===== config.mk =====
export PLATFORM = sky130hd
export DESIGN_NAME = pipe_interlock_ctrl
export DESIGN_NICKNAME = d
export VERILOG_FILES = /design/src/rtl/pil_pkg.sv /design/src/rtl/pil_stage_track.sv /design/src/rtl/pil_hazard_unit.sv /design/src/rtl/pipe_interlock_ctrl.sv
export SDC_FILE = /design/constraint.sdc
export NUM_CORES = 1
export LEC_CHECK = 0
export CAP_MARGIN = 25
export CELL_PAD_IN_SITES_DETAIL_PLACEMENT = 1
export CELL_PAD_IN_SITES_GLOBAL_PLACEMENT = 1
export CORE_AREA = 2 2 57 59
export CTS_BUF_LIST = sky130_fd_sc_hd__clkbuf_4 sky130_fd_sc_hd__clkbuf_8
export DETAILED_ROUTE_END_ITERATION = 10
export DIE_AREA = 0 0 59 61
export PLACE_DENSITY_LB_ADDON = 0.08
export SLEW_MARGIN = 25
export SYNTH_ARGS = -nofsm -noshare
export SYNTH_HDL_FRONTEND = slang
export SYNTH_SLANG_ARGS = --single-unit

===== constraint.sdc =====
create_clock -name clk -period 5.3 [get_ports clk]
set_input_delay 0.53 -clock clk [delete_from_list [all_inputs] [get_ports clk]]
set_output_delay 0.53 -clock clk [all_outputs]
set_load 0.02 [all_outputs]

===== src/rtl/pil_pkg.sv =====
package pil_pkg;
  typedef enum logic [1:0] {
    FWD_RF  = 2'd0,
    FWD_ALU = 2'd1,
    FWD_LS1 = 2'd2,
    FWD_LS2 = 2'd3
  } fwd_sel_e;
endpackage


===== src/rtl/pil_stage_track.sv =====
// Records the register-writing attributes of the instructions in ALU, LS1, LS2.
module pil_stage_track #(
  parameter int REG_W = 4
) (
  input  logic             clk,
  input  logic             rst_n,
  input  logic             alu_load,
  input  logic             alu_fill,
  input  logic             in_wr,
  input  logic             in_ld,
  input  logic             in_nr,
  input  logic [REG_W-1:0] in_dst,
  output logic             alu_v,
  output logic             alu_wr,
  output logic             alu_ld,
  output logic             alu_nr,
  output logic [REG_W-1:0] alu_dst,
  output logic             ls1_v,
  output logic             ls1_wr,
  output logic             ls1_ld,
  output logic             ls1_nr,
  output logic [REG_W-1:0] ls1_dst,
  output logic             ls2_v,
  output logic             ls2_wr,
  output logic [REG_W-1:0] ls2_dst
);
  logic alu_v_n, ls1_v_n;

  // next-state: held ALU instruction leaves a hole behind it in LS1
  always_comb begin
    alu_v_n = alu_load ? alu_fill : alu_v;
    ls1_v_n = alu_load ? alu_v : 1'b0;
  end

  always_ff @(posedge clk or negedge rst_n) begin
    if (!rst_n) begin
      alu_v   <= 1'b0;
      alu_wr  <= 1'b0;
      alu_ld  <= 1'b0;
      alu_nr  <= 1'b0;
      alu_dst <= '0;
    end else begin
      alu_v <= alu_v_n;
      if (alu_load) begin
        alu_wr  <= in_wr;
        alu_ld  <= in_ld;
        alu_nr  <= in_nr;
        alu_dst <= in_dst;
      end
    end
  end

  always_ff @(posedge clk or negedge rst_n) begin
    if (!rst_n) begin
      ls1_v   <= 1'b0;
      ls1_wr  <= 1'b0;
      ls1_ld  <= 1'b0;
      ls1_nr  <= 1'b0;
      ls1_dst <= '0;
      ls2_v   <= 1'b0;
      ls2_wr  <= 1'b0;
      ls2_dst <= '0;
    end else begin
      ls1_v   <= ls1_v_n;
      ls1_wr  <= alu_wr;
      ls1_ld  <= alu_ld;
      ls1_nr  <= alu_nr;
      ls1_dst <= alu_dst;
      ls2_v   <= ls1_v;
      ls2_wr  <= ls1_wr;
      ls2_dst <= ls1_dst;
    end
  end
endmodule


===== src/rtl/pil_hazard_unit.sv =====
// Per-operand dependency check: stall request and forwarding select.
module pil_hazard_unit
  import pil_pkg::*;
#(
  parameter int REG_W = 4
) (
  input  logic             rd,
  input  logic [REG_W-1:0] src,
  input  logic             alu_w,
  input  logic [REG_W-1:0] alu_dst,
  input  logic             alu_ld,
  input  logic             ls1_w,
  input  logic [REG_W-1:0] ls1_dst,
  input  logic             ls1_slow,
  input  logic             ls2_w,
  input  logic [REG_W-1:0] ls2_dst,
  output logic             hz,
  output fwd_sel_e         sel
);
  logic m_alu, m_ls1, m_ls2;

  always_comb begin
    m_alu = rd && alu_w && (alu_dst == src);
    m_ls1 = rd && ls1_w && (ls1_dst == src);
    m_ls2 = rd && ls2_w && (ls2_dst == src);
    hz    = 1'b0;
    sel   = FWD_RF;
    // youngest producer first; a not-yet-ready one forces a stall
    if (m_alu) begin
      if (alu_ld) hz = 1'b1;
      else        sel = FWD_ALU;
    end else if (m_ls1) begin
      if (ls1_slow) hz = 1'b1;
      else          sel = FWD_LS1;
    end else if (m_ls2) begin
      sel = FWD_LS2;
    end
  end
endmodule


===== src/rtl/pipe_interlock_ctrl.sv =====
module pipe_interlock_ctrl
  import pil_pkg::*;
#(
  parameter int REG_W = 4,
  parameter int CNT_W = 4
) (
  input  logic             clk,
  input  logic             rst_n,
  input  logic             dec_valid,
  input  logic             dec_wr,
  input  logic [REG_W-1:0] dec_dst,
  input  logic             dec_load,
  input  logic             dec_narrow,
  input  logic             dec_rd_a,
  input  logic [REG_W-1:0] dec_src_a,
  input  logic             dec_rd_b,
  input  logic [REG_W-1:0] dec_src_b,
  input  logic [CNT_W-1:0] alu_cycles_left,
  input  logic             br_taken,
  output logic             fetch_en,
  output logic             dec_en,
  output logic             alu_bubble,
  output logic             alu_hold,
  output logic             flush_fetch,
  output logic             flush_dec,
  output logic [1:0]       fwd_sel_a,
  output logic [1:0]       fwd_sel_b
);
  localparam int N_OPND = 2;
  localparam logic [CNT_W-1:0] LAST_CYC = CNT_W'(1);

  logic             alu_v, alu_wr, alu_ld, alu_nr;
  logic             ls1_v, ls1_wr, ls1_ld, ls1_nr;
  logic             ls2_v, ls2_wr;
  logic [REG_W-1:0] alu_dst, ls1_dst, ls2_dst;
  logic             alu_w, ls1_w, ls2_w, ls1_slow;

  logic [N_OPND-1:0] op_rd, op_hz;
  logic [REG_W-1:0]  op_src [N_OPND];
  fwd_sel_e          op_sel [N_OPND];

  logic hold, flush, lu_stall, fill;

  assign alu_w    = alu_v && alu_wr;
  assign ls1_w    = ls1_v && ls1_wr;
  assign ls2_w    = ls2_v && ls2_wr;
  assign ls1_slow = ls1_ld && ls1_nr;

  assign op_rd     = {dec_rd_b, dec_rd_a};
  assign op_src[0] = dec_src_a;
  assign op_src[1] = dec_src_b;

  generate
    for (genvar g = 0; g < N_OPND; g++) begin : g_opnd
      pil_hazard_unit #(.REG_W(REG_W)) u_hz (
        .rd       (op_rd[g]),
        .src      (op_src[g]),
        .alu_w    (alu_w),
        .alu_dst  (alu_dst),
        .alu_ld   (alu_ld),
        .ls1_w    (ls1_w),
        .ls1_dst  (ls1_dst),
        .ls1_slow (ls1_slow),
        .ls2_w    (ls2_w),
        .ls2_dst  (ls2_dst),
        .hz       (op_hz[g]),
        .sel      (op_sel[g])
      );
    end
  endgenerate

  // flow control: hold > flush > load-use stall
  always_comb begin
    hold        = alu_v && (alu_cycles_left > LAST_CYC);
    flush       = br_taken && alu_v && !hold;
    lu_stall    = dec_valid && (|op_hz) && !hold && !flush;
    fill        = dec_valid && !lu_stall && !flush;
    fetch_en    = !hold && !lu_stall;
    dec_en      = !hold && !lu_stall;
    alu_bubble  = !hold && (lu_stall || flush);
    alu_hold    = hold;
    flush_fetch = flush;
    flush_dec   = flush;
    fwd_sel_a   = op_sel[0];
    fwd_sel_b   = op_sel[1];
  end

  pil_stage_track #(.REG_W(REG_W)) u_trk (
    .clk      (clk),
    .rst_n    (rst_n),
    .alu_load (!hold),
    .alu_fill (fill),
    .in_wr    (dec_wr),
    .in_ld    (dec_load),
    .in_nr    (dec_narrow),
    .in_dst   (dec_dst),
    .alu_v    (alu_v),
    .alu_wr   (alu_wr),
    .alu_ld   (alu_ld),
    .alu_nr   (alu_nr),
    .alu_dst  (alu_dst),
    .ls1_v    (ls1_v),
    .ls1_wr   (ls1_wr),
    .ls1_ld   (ls1_ld),
    .ls1_nr   (ls1_nr),
    .ls1_dst  (ls1_dst),
    .ls2_v    (ls2_v),
    .ls2_wr   (ls2_wr),
    .ls2_dst  (ls2_dst)
  );
endmodule


# Word level (Yosys, flattened, before mapping)
# Index checks and enable logic that the tools add are counted.
# classes
n_lt_le_gt_ge	1
reduce_logical	31
eq_ne	6
n_mux	15
# ops
op	n
$logic_and 1x1->1	26
$eq 4x4->1	6
$mux 2	7
$mux 1	8
$gt 4x1->1 const B	1
$logic_not 1->1	3
$reduce_or 2->1	1
$logic_or 1x1->1	1
# word_totals
wordCells	66
register_bits	22
inputBits	25

# Depth between registers and ports, before layout
# Gate-level depths: netlist of run 1.
# logic_depth
depth_word	12
depth_mapped	7

# Cells and area by module
# A second synthesis of run 1 with hierarchy kept.
# hier_totals
hier_cells	106
hier_area_um2	1179.9
# modules_own_cells
mod	cells_each	instances	area_per_inst_um2
pil_stage_track	32	1	689.4
pil_hazard_unit	29	2	195.2
pipe_interlock_ctrl	16	1	100.1

# Worst setup path before layout of run 1
# Ideal clock, no wire load.
# synth_path
kind	input-to-output
startpoint	in alu_cycles_left[3]
endpoint	out fetch_en
arrival_ns	2.179
cell_stages	6
slack_ns	2.591
n_path_buf	2
cell_sequence	nor3_1 > nand2b_1 > clkbuf_1 > clkinv_1 > a31oi_1 > buf_4
# synth_between
elab_chain_cells	8
elab_cells_between_ends	9
# synth_lines
element	line_no	text
start: declaration	pipe_interlock_ctrl.sv:18	input logic [CNT_W-1:0] alu_cycles_left,
$gt 4x1->1 (*)	pipe_interlock_ctrl.sv:74	hold = alu_v && (alu_cycles_left > LAST_CYC);
$logic_and 1x1->1 (*)	pipe_interlock_ctrl.sv:74	
via alu_hold	pipe_interlock_ctrl.sv:23	output logic alu_hold,
$logic_not 1->1 (*)	-	
$logic_and 1x1->1	pipe_interlock_ctrl.sv:75	flush = br_taken && alu_v && !hold;
$logic_not 1->1	pipe_interlock_ctrl.sv:76	lu_stall = dec_valid && (|op_hz) && !hold && !flush;
$logic_and 1x1->1	pipe_interlock_ctrl.sv:76	
$logic_not 1->1	-	
$logic_and 1x1->1 (*)	-	
end: declaration	pipe_interlock_ctrl.sv:20	output logic fetch_en,
# Mark *: on every way through the listed nets, which the timed path passes. The rest lies on a longest branch.

# Worst setup path after layout of run 1
# layout_path
startpoint	in dec_src_a[2]
endpoint	out alu_bubble
# layout_between
elab_chain_cells	10
elab_cells_between_ends	12
# layout_lines
element	line_no	text
start: declaration	pipe_interlock_ctrl.sv:15	input logic [REG_W-1:0] dec_src_a,
$eq 4x4->1	pil_hazard_unit.sv:24	m_ls1 = rd && ls1_w && (ls1_dst == src);
$logic_and 1x1->1	pil_hazard_unit.sv:24	
$mux 1	pil_hazard_unit.sv:32	end else if (m_ls1) begin
$mux 1 (*)	pil_hazard_unit.sv:29	if (m_alu) begin
$reduce_or 2->1 (*)	pipe_interlock_ctrl.sv:76	
$logic_and 1x1->1 (*) (3 in series)	pipe_interlock_ctrl.sv:76	
$logic_or 1x1->1 (*)	pipe_interlock_ctrl.sv:80	alu_bubble = !hold && (lu_stall || flush);
$logic_and 1x1->1 (*)	pipe_interlock_ctrl.sv:80	
end: declaration	pipe_interlock_ctrl.sv:22	output logic alu_bubble,
# Every way passes the cells marked *; elsewhere a longest branch is shown, timed or not.

==> results of run 1 <==
-- synth_stat cells (all sizes together) --
| master | number |
|---|---|
| or4 | 2 |
| nor4 | 4 |
| nand4 | 6 |
| xnor2 | 6 |
| a21oi | 2 |
| and2 | 1 |
| a31oi | 1 |
| clkinv | 1 |
| nand2b | 1 |
| dfrtp | 22 |
| clkbuf | 1 |
| buf | 2 |
| nor3 | 1 |
| a31o | 1 |
| o21ai | 3 |
| xor2 | 18 |
| a21o | 2 |
| o22a | 1 |
| mux2i | 2 |
| nand2 | 26 |
| inv | 1 |
-- routing by layer --
metal / GRT usage / part of all wire / up-vias
li1: - / - / 417
met1: 0.186 / 0.42 / 397
met2: 0.276 / 0.51 / 30
met3: 0.0426 / 0.067 / 2
met4: 0.0455 / 0.0098 / 0
met5: 0 / 0 / -
-- per-stage QoR --
| step | util | area, µm² | worst slack [ps] |
|---|---|---|---|
| 4_1_cts | 0.497 | 1470 | 1700 |
| 6_report | 0.496 | 1460 | 1740 |
| 3_3_place_gp | 0.490 | 1450 | 1760 |
| 3_5_place_dp | 0.490 | 1450 | 1710 |
| 5_1_grt | 0.496 | 1460 | 1540 |
| 2_1_floorplan | - | 1090 | 2590 |
-- final timing paths --
check	to	slack [ps]	start
setup / recovery	alu_bubble	1740	dec_src_a[2]
hold / removal	u_trk.alu_dst[2]$_DFFE_PN0N_	170	rst_n
setup reg to reg	u_trk.alu_v$_DFFE_PN0N_	3470	u_trk.ls1_dst[1]$_DFF_PN0_
hold reg to reg	u_trk.ls1_nr$_DFF_PN0_	400	u_trk.alu_nr$_DFFE_PN0N_
max in group asynchronous	u_trk.ls2_dst[3]$_DFF_PN0_	4810	rst_n
min in group clk	u_trk.ls1_nr$_DFF_PN0_	400	u_trk.alu_nr$_DFFE_PN0N_
-- power by group --
part | total [mW] | internal (mW) | switching (mW)
Clock | 0.0728 | 0.0265 | 0.0463
Sequential | 0.231 | 0.199 | 0.0314
Combinational | 0.0953 | 0.0493 | 0.0460
Total | 0.399 | 0.275 | 0.124
-- cell families after synthesis --
| group | after synthesis |
|---|---|
| DFF | 22 |
| xor gates and xnor gates | 24 |
| muxes | 2 |
| and+or+nand+nor | 41 |
| buffers and inverters | 5 |
| AOI/OAI and AO/OA | 10 |
-- layout make-up --
| cell class | instances | area (µm²) |
|---|---|---|
| clock buffer | 3 | 22.5 |
| inverter | 2 | 7.51 |
| sequential | 22 | 551 |
| timing repair buffer | 33 | 325 |
| multi-input combinational | 77 | 517 |
| tap | 33 | 41.3 |
| fill | 335 | 1490 |
-- worst max-delay path: cells and delay by family --
| kind | cells | cell delay, ps |
|---|---|---|
| XOR/XNOR | 1 | 140 |
| AND/OR/NAND/NOR | 2 | 580 |
| AO/OA/AOI/OAI | 3 | 600 |
| buffers and inverters | 2 | 1170 |
==> metrics.md, run 1 <==
| Metric | Value |
|---|---|
| Req. time, crit path | 4770 ps |
| Final GP Congestion | 0.684 |
| Cell Chain, Critical Path | clkdlybuf4s50_1 -> xnor2_1 -> nand4_1 -> or4_1 -> o22a_1 -> o21ai_2 -> a31o_1 -> clkdlybuf4s50_1 |
| First-pass GRT wire length | 4.07 mm |
| Yosys top cell area share | 0.503 |
| Die H | 61 µm |
| Port buffer count | 33 |
| Slew Viols, Final | 0 |
| # IOs | 35 |
| Main combinational cell family by area after synthesis | simple AND/OR/NAND/NOR gates |
| Final min period | 3560 ps |
| Post-CTS Hold Fix Bufs | 0 |
| Final period util | 0.671 |
| Chip width | 59 µm |
| Deepest clock path buffer count | 2 |
| Startpoint class of the critical path | input port |
| H-tree depth | 1 |
| Final wirelength | 2.46 mm |
| DR WL/cell | 14.5 µm |
| Hold_ws | 165 ps |
| Setup crit end kind | output port |
| Post-synthesis simple-gate area fraction | 0.199 |
| Largest net degree at the start of global routing | 23 |
| Clock Latency Late Sink | 300 ps |
| Core area | 2950 µm² |
| Most common cell after layout, fill and taps aside | clkdlybuf4s50_1 |
| Remaining DRCs | 0 |
| Hold WC Path Type | in -> async |
| Syn_area_per_cell | 10.5 µm² |
| Multiplexer share of the synthesized area | 0.0183 |
| Most frequent cells in the layout | clkdlybuf4s50_1 (32), nand2_1 (26), dfrtp_1 (22) |
| Power Dens Cells | 272 nW/µm² |
| Worst Tran Pin Value | 483 ps |
| Detail Placement HPWL | 2.05 mm |
| Registers with the most flip-flops | u_trk.alu_dst (4), u_trk.ls1_dst (4), u_trk.ls2_dst (4) |
| Fraction of layout cells with a size suffix above 1 | 0.0657 |
| CTS tree | yes |
| CTS Sinks | 22 |
| Initial DRC count | 12 |
| Post-CTS Resized | 0 |
| Total GRT Usage | 0.156 |
| Power, Total | 0.399 mW |
| Run status | completed |
| Post-synthesis to final-layout area growth | 33.9% |
| Die ar. | 3600 µm² |
| Slew HR | 0.675 |
| Clk root buf | clkbuf_4 |
| Final hold vios | 0 |
| Pleak | 0.630 nW |
| Synth unique cells | 26 |
| Non-filler cells, final | 170 |
| Skew final | 4.68 ps |
| Maxcap violations | 0 |
| Syn_nets | 129 |
| Post-CTS setup buffer count | 0 |
| Post-Syn Instances | 104 |
| DR pass1 iterations | 2 |
| CP most frequent cell | clkdlybuf4s50_1 |
| Worst VDD drop | 139 µV |
| Compound-Gate Fraction of Synth Area | 0.0629 |
| Vias in the first global route | 884 |
| Largest stage delay on the critical path | 610 ps |
| Initial antenna violation count | 0 |
| Placed Cells | 167 |
| Vias | 846 |
| Setup_tns | 0 ps |
| Fmax | 281 MHz |
| NumNets Final | 164 |
| Seq/Total Area, Yosys | 0.503 |
| WP data arrival | 3030 ps |
| CP Class | in -> out |
| Slowest cell on the critical path | clkdlybuf4s50_1 |
| XOR/XNOR Fraction of Synth Area | 0.192 |
| RSZ-0062 raised after global routing | no |
| Remaining Overflow, GRT | 0 |
| Antenna viol nets, final | 0 |
| Largest cells by area after synthesis | dfrtp_1 (50%), xor2_1 (14%), nand2_1 (8.9%), xnor2_1 (4.8%), nand4_1 (3.4%) |
| Initial core utilization | 0.370 |
| Vias per inst | 4.98 |
| Register clock-pin slew on the reported worst setup and hold paths | 110 ps |
| Synthesized area | 1090 µm² |
| Num CTS Buffers | 3 |
| Setup Viol. Count Final | 0 |
| Yosys warning count | 0 |
| N_diodes | 0 |
| Synthesized flop and latch total | 22 |
| Post-synthesis adder-cell area fraction | 0 |
| Post-synth top area cell | dfrtp_1 |
| CP Max Fanout | 3 |
| # rows | 20 |
| Reg2Reg Depth | 5 |
Power figures use the tool's default switching activity.
==> inputs of run 2 (changes only) <==
--- a/config.mk
+++ b/config.mk
@@ -8,10 +8,10 @@
 export CAP_MARGIN = 25
 export CELL_PAD_IN_SITES_DETAIL_PLACEMENT = 1
 export CELL_PAD_IN_SITES_GLOBAL_PLACEMENT = 1
-export CORE_AREA = 2 2 57 59
+export CORE_AREA = 2 2 62 64
 export CTS_BUF_LIST = sky130_fd_sc_hd__clkbuf_4 sky130_fd_sc_hd__clkbuf_8
 export DETAILED_ROUTE_END_ITERATION = 10
-export DIE_AREA = 0 0 59 61
+export DIE_AREA = 0 0 64 66
 export PLACE_DENSITY_LB_ADDON = 0.08
 export SLEW_MARGIN = 25
 export SYNTH_ARGS = -nofsm -noshare
==> constraint.sdc (replaced) <==
create_clock -name clk -period 3.21 [get_ports clk]
set_input_delay 0.321 -clock clk [delete_from_list [all_inputs] [get_ports clk]]
set_output_delay 0.321 -clock clk [all_outputs]
set_load 0.02 [all_outputs]
==> run 2 against run 1 <==
  * Combinational power grew 74%
  * Sequential power is 65% higher
  * Cell count grew 14%
  * Sequential share of layout area down 2.0 points
  * Highest routed layer unchanged
==> metrics.md, run 2 (synthesized netlist as in run 1, its figures left out) <==
| Metric | Value |
|---|---|
| Setup_tns | 0 ps |
| Worst Tran Pin Value | 490 ps |
| Die H | 66 µm |
| CP most frequent cell | clkdlybuf4s50_1 |
| Skew final | 10.5 ps |
| RSZ-0062 raised after global routing | no |
| Slew Viols, Final | 0 |
| Clock Latency Late Sink | 300 ps |
| # IOs | 35 |
| Largest net degree at the start of global routing | 23 |
| Maxcap violations | 0 |
| Final min period | 3010 ps |
| Post-Layout Inst Area | 1550 µm² |
| Remaining Overflow, GRT | 0 |
| Chip width | 64 µm |
| N_diodes | 0 |
| Cell internal pwr | 0.461 mW |
| Sw frac | 0.311 |
| Sw power | 0.208 mW |
| Final GP Congestion | 0.774 |
| DR WL/cell | 13.4 µm |
| Most frequent cells in the layout | clkdlybuf4s50_1 (31), nand2_1 (26), dfrtp_1 (22) |
| Most common cell after layout, fill and taps aside | clkdlybuf4s50_1 |
| Vias in the first global route | 1001 |
| Total GRT Usage | 0.145 |
| Clk root buf | clkbuf_4 |
| Initial core utilization | 0.308 |
| Core Util, Final | 0.436 |
| Fmax | 332 MHz |
| Post-CTS setup buffer count | 0 |
| Pleak | 0.685 nW |
| Vias per inst | 4.64 |
| Slew HR | 0.674 |
| Remaining DRCs | 0 |
| Cell Chain, Critical Path | clkdlybuf4s50_1 -> xor2_1 -> or4_4 -> o22a_1 -> o21ai_2 -> a31oi_1 -> clkdlybuf4s50_1 |
| CP Class | in -> out |
| Antenna viol nets, final | 0 |
| Hold_ws | 388 ps |
| Req. time, crit path | 2890 ps |
| Worst VDD drop | 159 µV |
| Register clock-pin slew on the reported worst setup and hold paths | 120 ps |
| Final wirelength | 2.59 mm |
| Setup crit end kind | output port |
| Seq pwr share | 0.570 |
| H-tree depth | 1 |
| Core area | 3550 µm² |
| CP Max Fanout | 3 |
| Slowest cell on the critical path | clkdlybuf4s50_1 |
| Clk pwr share | 0.182 |
| WP data arrival | 2690 ps |
| Hold WC Path Type | reg -> reg |
| Vias | 895 |
| Post-Place Cell Area | 1520 µm² |
| DR pass1 iterations | 2 |
| Detail Placement HPWL | 2.16 mm |
| Combinational share of power | 0.249 |
| Initial antenna violation count | 0 |
| CTS Sinks | 22 |
| Setup Viol. Count Final | 0 |
| Die ar. | 4220 µm² |
| Post-synthesis to final-layout area growth | 41.5% |
| Port buffer count | 33 |
| Initial DRC count | 24 |
| # rows | 22 |
| First-pass GRT wire length | 4.69 mm |
| Power Dens Cells | 432 nW/µm² |
| CTS tree | yes |
| Deepest clock path buffer count | 2 |
| Registers with the most flip-flops | u_trk.alu_dst (4), u_trk.ls1_dst (4), u_trk.ls2_dst (4) |
| Num CTS Buffers | 3 |
| Fraction of layout cells with a size suffix above 1 | 0.110 |
| NumNets Final | 172 |
| Final hold vios | 0 |
| Startpoint class of the critical path | input port |
| Largest stage delay on the critical path | 560 ps |
| Run status | completed |
| Final period util | 0.938 |
==> run 2: cell types whose count changed in the layout (fill, tap and decap cells not counted), sizes merged <==
cell and change:
buf +7, dlygate4sd3 +1, clkdlybuf4s50 -1, dlymetal6s2s +1
==> run 2: power by group through the flow <==
stage	sequential (mW)	clock, mW	combinational [mW]
2_1_floorplan	0.375	0	0.0973
3_3_place_gp	0.384	0	0.165
3_5_place_dp	0.387	0	0.170
4_1_cts	0.382	0.126	0.171
5_1_grt	0.391	0.140	0.188
6_report	0.381	0.121	0.166
==> run 2: path summary, 6_finish.rpt <==
path | cells past startpoint | startpoint | slack, ps | endpoint
max | 7 | dec_src_b[0] | 200 | dec_en
max reg2reg | 5 | u_trk.ls1_dst[0]$_DFF_PN0_ | 1390 | u_trk.alu_v$_DFFE_PN0N_
min in group asynchronous | 2 | rst_n | 500 | u_trk.alu_dst[1]$_DFFE_PN0N_
max in group asynchronous | 2 | rst_n | 2370 | u_trk.ls1_dst[1]$_DFF_PN0_
min | 0 | u_trk.alu_nr$_DFFE_PN0N_ | 390 | u_trk.ls1_nr$_DFF_PN0_
min reg2reg | 0 | u_trk.alu_nr$_DFFE_PN0N_ | 390 | u_trk.ls1_nr$_DFF_PN0_
==> run 2: stage by stage <==
step / setup WS (ps) / power [mW] / std cells
finish: 198 / 0.669 / 193
detailed placement: 52.4 / 0.557 / 189
global route: 72.4 / 0.720 / 193
global placement: 96.8 / 0.549 / 189
CTS: 41.3 / 0.678 / 192
floorplan: 919 / 0.472 / 104
==> run 2: timing repair <==
| item | 4_1_cts | 5_1_grt |
|---|---|---|
| setup endpoints to repair | 0 | 1 |
| endpoints found under the hold margin | 0 | 21 |
| resized for setup | 0 | 1 |
| hold buffers | 0 | 1 |
==> run 2: worst max-delay path: cells and delay by family <==
kind / cells / cell delay, ps
AO/OA/AOI/OAI: 3 / 580
XOR/XNOR: 1 / 180
buffers and inverters: 2 / 1060
AND/OR/NAND/NOR: 1 / 550
==> run 2: layout make-up <==
cell class	count	area (µm²)
Clock buffer	3	22.5
Fill cell	414	2000
Inverter	2	7.51
Multi-Input combinational cell	77	517
Sequential cell	22	551
Tap cell	48	60.1
Timing Repair Buffer	41	390
==> run 2: per-layer routing <==
metal	vias to the layer above	GRT usage	routed length, µm
met4	0	0.0489	20
met1	436	0.175	1140
li1	433	-	-
met5	-	0	0
met3	2	0.0273	116
met2	24	0.259	1320
